**src/rtl/adc_xtrig_pkg.sv**
```systemverilog
package adc_xtrig_pkg;

    typedef struct packed {
        logic enable;
        logic level_mode;
        logic active_high;
    } xtrig_cfg_t;

    typedef struct packed {
        logic act_edge;
        logic act_level;
    } xtrig_evt_t;

    function automatic logic pick_edge(input logic rise, input logic fall,
                                       input logic active_high);
        return active_high ? rise : fall;
    endfunction

    function automatic logic pick_level(input logic lvl, input logic active_high);
        return active_high ? lvl : ~lvl;
    endfunction

endpackage

```
**src/rtl/xtrig_sync.sv**
```systemverilog
module xtrig_sync #(
    parameter int STAGES = 2
) (
    input  logic clk,
    input  logic rst,
    input  logic d,
    output logic q
);
    localparam int LAST = STAGES - 1;

    logic [LAST:0] chain;

    generate
        for (genvar i = 0; i < STAGES; i++) begin : g_stage
            always_ff @(posedge clk) begin
                if (rst)
                    chain[i] <= 1'b0;
                else if (i == 0)
                    chain[i] <= d;
                else
                    chain[i] <= chain[(i == 0) ? 0 : i - 1];
            end
        end
    endgenerate

    assign q = chain[LAST];
endmodule

```
**src/rtl/xtrig_detect.sv**
```systemverilog
module xtrig_detect
    import adc_xtrig_pkg::*;
(
    input  logic       clk,
    input  logic       rst,
    input  logic       pin_sync,
    input  logic       active_high,
    output xtrig_evt_t evt
);
    logic prev;

    always_ff @(posedge clk) begin
        if (rst)
            prev <= 1'b0;
        else
            prev <= pin_sync;
    end

    always_comb begin
        evt.act_edge  = pick_edge(pin_sync & ~prev, ~pin_sync & prev, active_high);
        evt.act_level = pick_level(pin_sync, active_high);
    end
endmodule

```
**src/rtl/xtrig_ctrl.sv**
```systemverilog
module xtrig_ctrl
    import adc_xtrig_pkg::*;
(
    input  logic       clk,
    input  logic       rst,
    input  xtrig_cfg_t cfg,
    input  xtrig_evt_t evt,
    input  logic       seq_busy,
    input  logic       conv_done,
    input  logic       ovr_clear,
    output logic       start_req,
    output logic       gate_run,
    output logic       overrun_flag
);
    logic edge_ok;
    logic gate_nxt;

    always_comb begin
        edge_ok  = cfg.enable & ~cfg.level_mode & evt.act_edge;
        gate_nxt = cfg.enable & cfg.level_mode &
                   (evt.act_level | (gate_run & seq_busy & ~conv_done));
    end

    always_ff @(posedge clk) begin
        if (rst) begin
            start_req    <= 1'b0;
            gate_run     <= 1'b0;
            overrun_flag <= 1'b0;
        end else begin
            start_req <= edge_ok & ~seq_busy;
            gate_run  <= gate_nxt;
            if (edge_ok & seq_busy)
                overrun_flag <= 1'b1;
            else if (ovr_clear)
                overrun_flag <= 1'b0;
        end
    end

    a_r4_start_from_edge_mode: assert property (@(posedge clk) disable iff (rst)
        start_req |-> ($past(cfg.enable) && !$past(cfg.level_mode)));
    a_r5_start_never_when_busy: assert property (@(posedge clk) disable iff (rst)
        start_req |-> !$past(seq_busy));
    a_r6_overrun_sticky: assert property (@(posedge clk) disable iff (rst)
        (overrun_flag && !ovr_clear) |=> overrun_flag);
    a_r2_gate_off_when_disabled: assert property (@(posedge clk) disable iff (rst)
        !cfg.enable |=> !gate_run);
    a_r7_start_gate_exclusive: assert property (@(posedge clk) disable iff (rst)
        !(start_req && gate_run));
    a_r8_gate_held_in_conversion: assert property (@(posedge clk) disable iff (rst)
        (gate_run && seq_busy && !conv_done && cfg.enable && cfg.level_mode) |=> gate_run);
endmodule

```
**src/rtl/adc_xtrig_unit.sv**
```systemverilog
module adc_xtrig_unit
    import adc_xtrig_pkg::*;
#(
    parameter int SYNC_STAGES = 2
) (
    input  logic clk,
    input  logic rst,
    input  logic trig_pin,
    input  logic cfg_enable,
    input  logic cfg_level_mode,
    input  logic cfg_active_high,
    input  logic seq_busy,
    input  logic conv_done,
    input  logic ovr_clear,
    output logic start_req,
    output logic gate_run,
    output logic overrun_flag
);
    xtrig_cfg_t cfg;
    xtrig_evt_t evt;
    logic       pin_sync;

    assign cfg = '{enable: cfg_enable, level_mode: cfg_level_mode,
                   active_high: cfg_active_high};

    xtrig_sync #(.STAGES(SYNC_STAGES)) u_sync (
        .clk (clk),
        .rst (rst),
        .d   (trig_pin),
        .q   (pin_sync)
    );

    xtrig_detect u_detect (
        .clk         (clk),
        .rst         (rst),
        .pin_sync    (pin_sync),
        .active_high (cfg_active_high),
        .evt         (evt)
    );

    xtrig_ctrl u_ctrl (
        .clk          (clk),
        .rst          (rst),
        .cfg          (cfg),
        .evt          (evt),
        .seq_busy     (seq_busy),
        .conv_done    (conv_done),
        .ovr_clear    (ovr_clear),
        .start_req    (start_req),
        .gate_run     (gate_run),
        .overrun_flag (overrun_flag)
    );

    a_r1_quiet_after_reset: assert property (@(posedge clk)
        $past(rst) |-> (!start_req && !gate_run && !overrun_flag));
    a_r3_start_needs_enable: assert property (@(posedge clk) disable iff (rst)
        start_req |-> $past(cfg_enable));
endmodule

```
**config.mk**
```make
export PLATFORM = sky130hd
export DESIGN_NAME = adc_xtrig_unit
export DESIGN_NICKNAME = d
export VERILOG_FILES = /design/src/rtl/adc_xtrig_pkg.sv /design/src/rtl/xtrig_sync.sv /design/src/rtl/xtrig_detect.sv /design/src/rtl/xtrig_ctrl.sv /design/src/rtl/adc_xtrig_unit.sv
export SDC_FILE = /design/constraint.sdc
export NUM_CORES = 1
export LEC_CHECK = 0
export BUFFER_PORTS_ARGS = -buffer_cell sky130_fd_sc_hd__buf_4
export CAP_MARGIN = 0
export CORE_AREA = 2 2 39 41
export DETAILED_ROUTE_END_ITERATION = 8
export DIE_AREA = 0 0 41 43
export PLACE_DENSITY = 0.41
export SYNTH_ARGS = -nofsm -noshare
export SYNTH_HDL_FRONTEND = slang
export SYNTH_HIERARCHICAL = 1
export SYNTH_SLANG_ARGS = --single-unit
```
**constraint.sdc**
```tcl
create_clock -name clk -period 1.04 [get_ports clk]
set_input_delay 0.208 -clock clk [delete_from_list [all_inputs] [get_ports clk]]
set_output_delay 0.208 -clock clk [all_outputs]
set_load 0.005 [all_outputs]
```
==> reports/summary.md, run 1 <==
The run finished with clean final reports. For this run the aggregate overflow at the end of global routing stands at 0. Using the TritonRoute via totals, the vias-per-cell ratio works out to 3.79. The worst max-slew margin expressed relative to the limit was 88.7%; the number of standard cells after synthesis was 22.

In this run the clock root is driven by a clkbuf_4. In this run, the combinational gates consume 10.9% of the power. The number of antenna violations at the first check in global routing is 0, and the number of resized instances in the post-cts repair step is 0. For this design the top-level I/O count stands at 12. The tools report the endpoint kind of the worst setup timing path as a flop. The final standard cell utilization of the core was 26.9%. For the number of endpoints with negative hold slack in the final report, the log shows 0.

Once the clock tree was built, the setup fixing pass inserted 0 buffers. Subtracting the final worst setup slack from the clock period gives 0.988 ns. The ratio of total power to cell area was 1380 nW/um2; the reported max-cap violation count was 0. The cell depth of the worst hold path was 2.

The transition time at the pin with the least slew margin was 0.169 ns. Mean cell area of the mapped netlist: 11.2 um2. The final clock skew was 0.00265 ns. Setup repair after global routing left no endpoint under its margin.

TritonCTS built the clock tree. The worst min-delay path category was in -> reg. The worst flop-to-flop path endpoint was u_ctrl/overrun_flag. The number of global-route vias before repair was 176; the clock-pin slew on the worst setup and hold paths was 0.05 ns.

Cell internal power was estimated by the tool at 404 uW. The die covers 1760 um2. In this run the deepest clock path goes through 2 buffers.

The largest single stage delay on the critical path is 0.33 ns. In this run the vertical extent of the chip is 43 um. dfxtp_1 takes more of the synthesized area than any other cell. The clock network is responsible for 42.3% of the overall power. The region available for standard cell placement spans 1380 um2.

The worst register-to-register path has a depth of 4. For this run, the leading register cell type out of synthesis is dfxtp_1. Walking the worst path, the cells encountered are nand2b_1 > o22ai_2 > nand4b_1 > a21oi_1. In this run the most critical hold path is launched from cfg_level_mode.

By area the synthesized netlist is led by dfxtp_1 (49%), nor2b_1 (7.6%), nor4b_2 (6.1%). The smallest hold slack was 0.133 ns; the detailed-route wire length per cell was 8.90 um. The number of optimization iterations in the first detailed-route pass was 1.

The detailed router finished its first iteration with 0 violations. The final number of max-transition violations was 0; the count of vias placed by the detailed router was 197. The cell with the biggest individual delay on the critical path is dfxtp_1. Number of diodes added for antenna fixing: 0.

The critical path is of the reg -> reg type. The tools report the setup slack at placement as 0.0586 ns. The worst setup path is launched from a flop. The number of placed cells counting well taps is 49, and the reported net switching power is 110 uW.

The proportion of netlist area held by the largest area contributor is 48.7%, and the placed wire-length estimate after detailed placement is 364 um. The initial standard-cell utilization of the core was 17.8%. In this run the static leakage power is 0.000156 uW. The data required time at the worst endpoint was 1.22 ns.

The share of final-layout standard cells stronger than drive strength 1 is 50.0%, and the distinct cell type count after synthesis is 13. Among cell families on the critical path, the largest total delay comes from flip-flops. The logs give 0.05 ns for the setup slack on the worst flop-to-flop path and 0 ns for the total negative setup slack.

The sink of the worst hold path is u_ctrl/start_req. In the post-route analysis, the smallest setup slack over all paths is 0.0525 ns. For the total global-route track usage, the log shows 6.75%. During synthesis, Yosys emitted a total of 6 warnings. The source of the worst register-to-register timing path was u_sync/q.

For the post-layout instance count excluding filler cells, the log shows 52. Sorting the synthesized cells by how often they occur yields dfxtp_1 (6), nor2b_1 (3), inv_1 (2), nand2b_1 (2). In this run the remaining antenna-violating nets after routing total 0. The synthesized cell area was 246 um2; the final cycle utilization of the critical path was 95.0%. From left edge to right edge, the die measures 41 um.

The tools report the hold buffer count at cts as 0. From synthesis to final layout, the design area changed by 50.8%. The congestion estimate from routability-driven global placement came to 0.513.

In this run the worst path has a maximum fanout of 4. Data arrives at the worst endpoint at 1.16 ns. The number of placement rows came out at 14. Net switching is 21.4% of the power.

The logs give 48.7% for the sequential fraction of the synthesis area and 6 for the largest net degree at the start of global routing. The first global-routing pass estimated 683 um of wire. Based on the critical path, the design can be clocked at up to 1010 MHz.

The library cell with the highest instance count after synthesis is dfxtp_1. The proportion of register bits with asynchronous set or reset after synthesis is 0%, and the total CTS buffers is 3. The synthesized design contains 0 enable-type register cells.

Registers are responsible for 46.8% of the overall power. The tools report the H-tree depth as 1. The clock latency on the worst-skew pair came out at 0.25 ns. The logs give 31 for the synthesized net count and 0.635 mV for the worst supply voltage drop on vdd. The number of buffer and inverter stages on the critical path was 0. The tools report the detailed-route wire length as 463 um.

The setup violation total in the final timing report is 0, and the remaining routing DRC violations is 0. Counting every sink on the clock net gives 6. The net count of the finished layout is 47. The post-synthesis sequential element count is 6, and the count of input and output buffers is 11.
worst max path at each step:
stage                     startpoint                  end  slack (ns)  cells after the start
final                       u_sync/q  u_ctrl/overrun_flag        0.05                      4
after global routing        u_sync/q  u_ctrl/overrun_flag       0.003                      4
after CTS                   u_sync/q  u_ctrl/overrun_flag        0.03                      4
after detailed placement    u_sync/q  u_ctrl/overrun_flag        0.06                      4
after global placement      u_sync/q  u_ctrl/overrun_flag        0.08                      4
after floorplan             u_sync/q  u_ctrl/overrun_flag        0.16                      4
through the flow:
stage | cell area (um2) | total power [uW]
after floorplan | 246 | 266
after detailed placement | 349 | 302
final | 372 | 513
after global placement | 349 | 300
after CTS | 372 | 529
after global routing | 372 | 546
flip-flops by register name, summed over array words and instances (netlist names):
name,cells
u_ctrl/start_req,1
u_sync/q,1
u_ctrl/gate_run,1
u_ctrl/overrun_flag,1
u_sync/chain,1
u_detect/prev,1
layout make-up:
type	count	area, um2
timing repair buffer	11	82.6
inverter	2	7.51
tap	16	20.0
clock buffer	3	22.5
fill	152	1010
sequential	6	120
multi-input combinational	14	119
cells by family after synthesis:
logic type / count (synthesis) / share of synthesized area (%)
flops: 6 / 48.7
compound gates: 3 / 12.2
buf+inv: 2 / 3.05
simple gates: 10 / 32.5
xor+xnor: 1 / 3.55
routing by layer:
layer	routed length [um]	up-vias	part of all wire, %	global-route usage [%]
met1	190	82	41	6.49
li1	-	104	-	-
met5	0	-	0	0
met4	0	0	0	4.00
met3	62	0	13	8.38
met2	210	11	45	7.81
power groups by stage:
stage | combinational [uW] | sequential (uW) | clock, uW
after floorplan | 21.3 | 244 | 0
after global placement | 55.5 | 244 | 0
after detailed placement | 57.0 | 245 | 0
after CTS | 56.9 | 240 | 232
after global routing | 61.2 | 240 | 244
final | 55.9 | 240 | 217
layout by cell type, fill, tap and decap left out, types with 2 or more instances in the layout:
cell type,count
nand2b_1,2
nor2b_1,3
dfxtp_1,6
clkbuf_4,3
buf_4,11
inv_1,2
worst reg2reg max path, stage by stage, from the launching register on:
cell	delay, ns
dfxtp_1	0.33
nand2b_1	0.16
o22ai_2	0.16
nand4b_1	0.13
a21oi_1	0.15
No activity file was read; power rests on OpenSTA's default activity.
==> run 2, diff against run 1 <==
--- a/config.mk
+++ b/config.mk
@@ -7,10 +7,12 @@
 export LEC_CHECK = 0
 export BUFFER_PORTS_ARGS = -buffer_cell sky130_fd_sc_hd__buf_4
 export CAP_MARGIN = 0
+export CELL_PAD_IN_SITES_DETAIL_PLACEMENT = 1
+export CELL_PAD_IN_SITES_GLOBAL_PLACEMENT = 1
 export CORE_AREA = 2 2 39 41
 export DETAILED_ROUTE_END_ITERATION = 8
 export DIE_AREA = 0 0 41 43
-export PLACE_DENSITY = 0.41
+export PLACE_DENSITY = 0.5
 export SYNTH_ARGS = -nofsm -noshare
 export SYNTH_HDL_FRONTEND = slang
 export SYNTH_HIERARCHICAL = 1
==> reports/summary.md, run 2 (same netlist as run 1, synthesis figures left out) <==
The run finished with clean final reports. The total negative setup slack is 0 ns (unchanged). The residual overflow from global routing was 0 (unchanged); the horizontal extent of the die was 41 um (unchanged). The post-route antenna net violation count came out at 0 (unchanged).

The fraction of power consumed by the clock network was 40.9% (-1.4 points); the final cycle utilization of the critical path was 93.6% (-1.4 points). The data required time at the worst endpoint is 1.21 ns (about the same), and the ratio of total power to cell area is 1360 nW/um2 (-1.8%). The tools report the total core area as 1380 um2 (unchanged). The global-route wire length before repair was 793 um (+16%).

The worst min-delay path category is in -> reg. Final number of max-transition violations: 0 (unchanged). The logs give 0 (unchanged) for the remaining routing DRC violations and 0 (unchanged) for the total setup buffers inserted after CTS. Setup repair after global routing left no endpoint under its margin.

The clock-pin slew on the worst setup and hold paths is 0.05 ns (about the same). Share of final-layout standard cells stronger than drive strength 1: 50.0% (unchanged). For the total global-route track usage, the log shows 7.34% (+0.60 points). For the reported net switching power, the log shows 101 uW (-7.9%).

The tools report the final standard cell utilization of the core as 26.9% (unchanged). The initial standard-cell utilization of the core came out at 17.8% (unchanged). For the fraction of power consumed by combinational cells, the log shows 11.4% (+0.5 points).

The largest net degree at the start of global routing is 6 (unchanged). The detailed-route wire length was 529 um (+14%). The worst setup path is captured at a flop. The global placer's final weighted congestion is 0.529 (+3.1%). The logs give 0 (unchanged) for the number of resized instances in the post-cts repair step and 47 (unchanged) for the number of nets in the final layout.

The count of vias placed by the detailed router was 215 (+9.1%); the number of diodes added for antenna fixing was 0 (unchanged). Number of endpoints with negative hold slack in the final report: 0 (unchanged). The hold buffer count at cts came out at 0 (unchanged). The layout overhead on the synthesized area works out to 50.8% (unchanged).

The floorplan die height was 43 um (unchanged). The run gives 1.15 ns (about the same) as the data arrival time at the worst-slack endpoint. The maximum fanout along the worst path was 4 (unchanged).

The run gives 3 (unchanged) as the total CTS buffers. The logs give 2 (unchanged) for the maximum buffer depth of the clock tree and 0.146 ns (+0.0134 ns) for the smallest hold slack. The transition time at the pin with the least slew margin is 0.185 ns (+0.0162 ns). TritonCTS built the clock tree.

The count of input and output buffers is 11 (unchanged), and the placed wire-length estimate after detailed placement is 453 um (+24%). The internal portion of total power was 403 uW (-0.12%). Final clock skew: 0.00573 ns (+0.00308 ns).

STA classifies the critical path startpoint as a flop. The run gives 211 (+20%) as the number of global-route vias before repair. The via-per-instance ratio works out to 4.13 (+9.1%). For the number of sinks driven by the clock tree, the log shows 6 (unchanged). The worst max-slew margin expressed relative to the limit is 87.6% (-1.1 points), and the fraction of power spent switching nets is 20.1% (-1.3 points). The setup violation total in the final timing report was 0 (unchanged). The worst setup path is of the reg -> reg kind. The final critical-path required period came out at 0.973 ns (-0.0141 ns). The worst supply voltage drop on vdd was 0.537 mV (-15%). The number of placement rows was 14 (unchanged); the detailed-route wire length per cell was 10.2 um (+14%). The logs give 1030 MHz (+1.5%) for the upper clock frequency limit and 2 (+2) for the initial detailed-routing violation count. The tree is rooted in a clkbuf_4. The logs give 0 (unchanged) for the number of antenna violations at the first check in global routing and 12 (unchanged) for the number of primary I/O pins. The standby leakage power was 0.000156 uW (unchanged); the clock latency on the worst-skew pair was 0.24 ns (about the same).

The H-tree depth is 1 (unchanged). The run gives 2 (+1) as the number of optimization iterations in the first detailed-route pass. The library cell used most frequently in the layout, excluding fill and tap cells, is buf_4.

The logs give 0 (unchanged) for the reported max-cap violation count and 1760 um2 (unchanged) for the area of the die. The run gives 47.7% (+0.9 points) as the part of the power in registers. In the layout the commonest cells are buf_4 (11), dfxtp_1 (6), clkbuf_4 (3), nor2b_1 (3).
-- run 2: critical path, cell delays in order, from the launching register on --
cell and delay [ns]:
dfxtp_1 0.32, nand2b_1 0.15, o22ai_2 0.16, nand4b_1 0.13, a21oi_1 0.15
-- run 2: area by class of cell --
cell class	instances	area, um2
repair buffers	11	82.6
flip-flops and latches	6	120
inverters	2	7.51
fillers	170	1010
clock buffers	3	22.5
multi-input cells	14	119
well taps	16	20.0
-- run 2: stage by stage --
stage | std cells | area, um2 | worst slack [ns] | total power (uW)
3_3_place_gp | 49 | 349 | 0.0794 | 300
2_1_floorplan | 22 | 246 | 0.157 | 266
4_1_cts | 52 | 372 | 0.0586 | 517
5_1_grt | 52 | 372 | 0.00693 | 539
6_report | 52 | 372 | 0.0666 | 504
3_5_place_dp | 49 | 349 | 0.0630 | 303
-- run 2: layer usage --
layer,vias up,part of all wire (%),GRT usage [%]
li1,104,-,-
met1,102,36,6.47
met2,9,53,10.6
met3,0,12,6.81
met4,0,0,4.00
met5,-,0,0
-- run 2: path summary, 6_finish.rpt --
| kind | from | endpoint | slack (ns) | cells past startpoint |
|---|---|---|---|---|
| setup / recovery | u_sync/q | u_ctrl/overrun_flag | 0.07 | 4 |
| hold / removal | cfg_level_mode | u_ctrl/start_req | 0.15 | 2 |
| setup reg to reg | u_sync/q | u_ctrl/overrun_flag | 0.07 | 4 |
| hold reg to reg | u_sync/chain[0] | u_sync/q | 0.44 | 1 |
-- run 2: power groups by stage --
stage               Sequential [uW]  Clock, uW  Combinational (uW)
floorplan                       244          0                21.3
global placement                244          0                55.7
detailed placement              245          0                58.4
CTS                             240        219                58.5
global route                    241        237                61.8
finish                          240        206                57.6
==> run 3, diff against run 2 <==
--- a/config.mk
+++ b/config.mk
@@ -5,15 +5,15 @@
 export SDC_FILE = /design/constraint.sdc
 export NUM_CORES = 1
 export LEC_CHECK = 0
-export BUFFER_PORTS_ARGS = -buffer_cell sky130_fd_sc_hd__buf_4
+export BUFFER_PORTS_ARGS = -buffer_cell sky130_fd_sc_hd__buf_2
 export CAP_MARGIN = 0
 export CELL_PAD_IN_SITES_DETAIL_PLACEMENT = 1
 export CELL_PAD_IN_SITES_GLOBAL_PLACEMENT = 1
 export CORE_AREA = 2 2 39 41
 export DETAILED_ROUTE_END_ITERATION = 8
 export DIE_AREA = 0 0 41 43
-export PLACE_DENSITY = 0.5
+export HOLD_SLACK_MARGIN = 0.15
+export PLACE_DENSITY = 0.49
 export SYNTH_ARGS = -nofsm -noshare
 export SYNTH_HDL_FRONTEND = slang
-export SYNTH_HIERARCHICAL = 1
 export SYNTH_SLANG_ARGS = --single-unit
==> reports/summary.md, run 3 <==
The logs give 0 (-6) for the synthesis warning total and 6.47% (unchanged) for the routing usage on met1. Setup repair after global routing left no endpoint under its margin. The run finished with clean final reports. Dominant synthesized flop cell: dfxtp_1.

The tools report the detailed-route wire length as 438 um (-17%). TritonCTS built the clock tree. The logs give 22 (unchanged) for the number of standard cells after synthesis and 0 (unchanged) for the final number of max-transition violations. The cell depth of the worst hold path was 2 (unchanged). For the internal portion of total power, the log shows 389 uW (-3.5%). CTS placed an instance of clkbuf_4 at the clock tree root. For the final-layout fill cell count, the log shows 180 (+5.9%).

By count the netlist is led by dfxtp_1 (6), nor2b_1 (4), nor2_1 (3). The largest net degree at the start of global routing is 7 (+1), and the synthesized net count is 31 (unchanged). The most common cell in the synthesized netlist is dfxtp_1.

The tools report the initial standard-cell utilization of the core as 16.5% (-1.3 points). The largest individual stage delay along the critical path comes from the cell dfxtp_1. The maximum fanout along the worst path works out to 3 (-1). The proportion of register bits with asynchronous set or reset after synthesis is 0% (unchanged). The layout overhead on the synthesized area was 42.6%.

In the layout the commonest cells are buf_2 (11), dfxtp_1 (6), nor2b_1 (4). Clock-pin slew on the worst setup and hold paths: 0.05 ns (about the same). For the global placer's final weighted congestion, the log shows 0.573 (+8.3%).

Reported net switching power: 101 uW (about the same). Proportion of netlist area held by the largest area contributor: 52.5% (+3.7 points). Yosys attributes the largest share of cell area to dfxtp_1 (52%), nor2b_1 (11%), o41ai_2 (7.1%).

The final cycle utilization of the critical path came out at 91.6% (-2.0 points). For the synthesized cell area, the log shows 229 um2 (-7.1%). The logs give 12 (unchanged) for the number of primary I/O pins and 0 (unchanged) for the number of resized instances in the post-cts repair step.

The commonest non-fill, non-tap cell in the layout is buf_2. The most used routing layer is met2. The ratio of total power to cell area was 1500 nW/um2 (+11%).

The fraction of power consumed by combinational cells came out at 8.1% (-3.3 points). The final critical-path required period is 0.953 ns (-0.0208 ns), and the fraction of met2 tracks used by global routing is 9.06% (-1.6 points). The transition time at the pin with the least slew margin works out to 0.223 ns (+0.0382 ns). The tools report the H-tree depth as 1 (unchanged). The total stage count of the critical path is 3 (-1).

The total negative setup slack came out at 0 ns (unchanged). The data arrival time at the worst-slack endpoint was 1.10 ns (-0.05 ns). The number of diodes added for antenna fixing came out at 0 (unchanged). The via-per-instance ratio was 4.00 (-3.3%).

The largest area contributor in the netlist is dfxtp_1. The path class of the tightest hold or removal check is in -> reg. The startpoint of the worst setup timing path is u_sync.q.

The placed wire-length estimate after detailed placement was 381 um (-16%); the upper clock frequency limit was 1050 MHz (+2.2%). The signal on the critical path passes through nor2_1 > mux2i_2 > o41ai_2. The fraction of power spent switching nets works out to 20.7% (+0.58 points). For the final clock skew, the log shows 0.00432 ns (-0.00141 ns). For the count of vias placed by the detailed router, the log shows 208 (-3.3%).

The tools report the distinct cell type count after synthesis as 11 (-2). STA classifies the critical path startpoint as a flop. The run gives 0 (unchanged) as the number of endpoints with negative hold slack in the final report. The run gives 2 (unchanged) as the maximum buffer depth of the clock tree.

The residual overflow from global routing is 0 (unchanged), and the initial detailed-routing violation count is 2 (unchanged). Remaining routing DRC violations: 0 (unchanged). For the worst max-slew margin expressed relative to the limit, the log shows 85.0% (-2.7 points).

The logs give 23.6% (-3.3 points) for the final standard cell utilization of the core and 2 (unchanged) for the number of optimization iterations in the first detailed-route pass. The tools report the standby leakage power as 0.000156 uW (+0.37%). In this run the most critical hold path is launched from seq_busy.

Floorplan die height: 43 um (unchanged). The clock latency on the worst-skew pair is 0.24 ns (about the same), and the hold buffer count at cts is 0 (unchanged). The mean cell area of the mapped netlist works out to 10.4 um2 (-7.1%).

The tools report the met3 global-route usage as 3.14% (-3.7 points). Number of buffer and inverter stages on the critical path: 0 (unchanged). The biggest cell delay along the critical path was 0.31 ns (about the same); the data required time at the worst endpoint was 1.18 ns (-0.03 ns).

The post-synthesis sequential element count was 6 (unchanged). The detailed-route wire length per cell is 8.42 um (-17%), and the horizontal extent of the die is 41 um (unchanged). The number of global-route vias before repair is 212 (+0.47%).

The global-route wire length before repair is 724 um (-8.7%), and the number of antenna violations at the first check in global routing is 0 (unchanged). The logs give 1760 um2 (unchanged) for the area of the die and 6.44% (-0.91 points) for the total global-route track usage. The share of final-layout standard cells stronger than drive strength 1 was 47.2% (-2.8 points); the sequential fraction of the synthesis area was 52.5% (+3.7 points). The critical path is of the reg -> reg type. The fraction of power consumed by the clock network was 43.0% (+2.1 points); the total CTS buffers was 3 (unchanged). The reported max-cap violation count was 0 (unchanged); the part of the power in registers was 48.9% (+1.2 points). Count of flip-flops with a built-in enable after synthesis: 0 (unchanged). The total setup buffers inserted after CTS came out at 0 (unchanged).

STA classifies the critical path endpoint as a flop. Number of sinks driven by the clock tree: 6 (unchanged). Total core area: 1380 um2 (unchanged). The depth of the worst register-to-register path was 3 (-1). Broken down by cell family, the worst path's largest delay share belongs to flip-flops. The logs give 14 (unchanged) for the number of placement rows and 47 (unchanged) for the number of nets in the final layout.

The run gives 0.351 mV (-35%) as the worst supply voltage drop on vdd. The worst register-to-register path begins at u_sync.q. The setup violation total in the final timing report was 0 (unchanged); the count of input and output buffers was 11 (unchanged). The post-route antenna net violation count is 0 (unchanged).
## run 3: metal layers
metal / share of wire, % / wire length, um
met3: 12 / 53
met5: 0 / 0
met1: 41 / 181
met4: 0 / 0
met2: 46 / 203
## run 3: logic make-up after synthesis
family                 share of synthesized area, %
AO/OA/AOI/OAI                                  11.5
buffers and inverters                          1.64
flip-flops                                     52.5
multiplexers                                   6.01
AND/OR/NAND/NOR                                28.4
## run 3: worst paths after layout
kind,to,slack (ns)
min,u_ctrl.start_req,0.16
max,u_ctrl.overrun_flag,0.09
max reg2reg,u_ctrl.overrun_flag,0.09
min reg2reg,u_ctrl.overrun_flag,0.45
## run 3: power groups by stage
stage	clock, uW	sequential [uW]	combinational, uW
final	211	240	40.0
after global routing	232	240	45.8
after CTS	219	240	41.2
after detailed placement	0	244	41.1
after global placement	0	244	40.3
after floorplan	0	244	17.0
## run 3: metrics by stage
step	setup WS (ns)	std cells	power, uW	hold slack, ns	area, um2
2_1_floorplan	0.152	22	261	0.280	229
3_3_place_gp	0.107	49	284	0.414	304
3_5_place_dp	0.0465	49	285	0.414	304
4_1_cts	0.0617	52	500	0.158	327
5_1_grt	0.0131	52	517	0.164	327
6_report	0.0875	52	490	0.159	327
## run 3: area by class of cell
class                      instances  area [um2]  area share [%]
sequential                         6         120            36.8
timing repair buffer              11        55.1            16.9
inverter                           1        3.75            1.15
tap                               16        20.0            6.13
multi-input combinational         15         105            32.2
clock buffer                       3        22.5            6.90
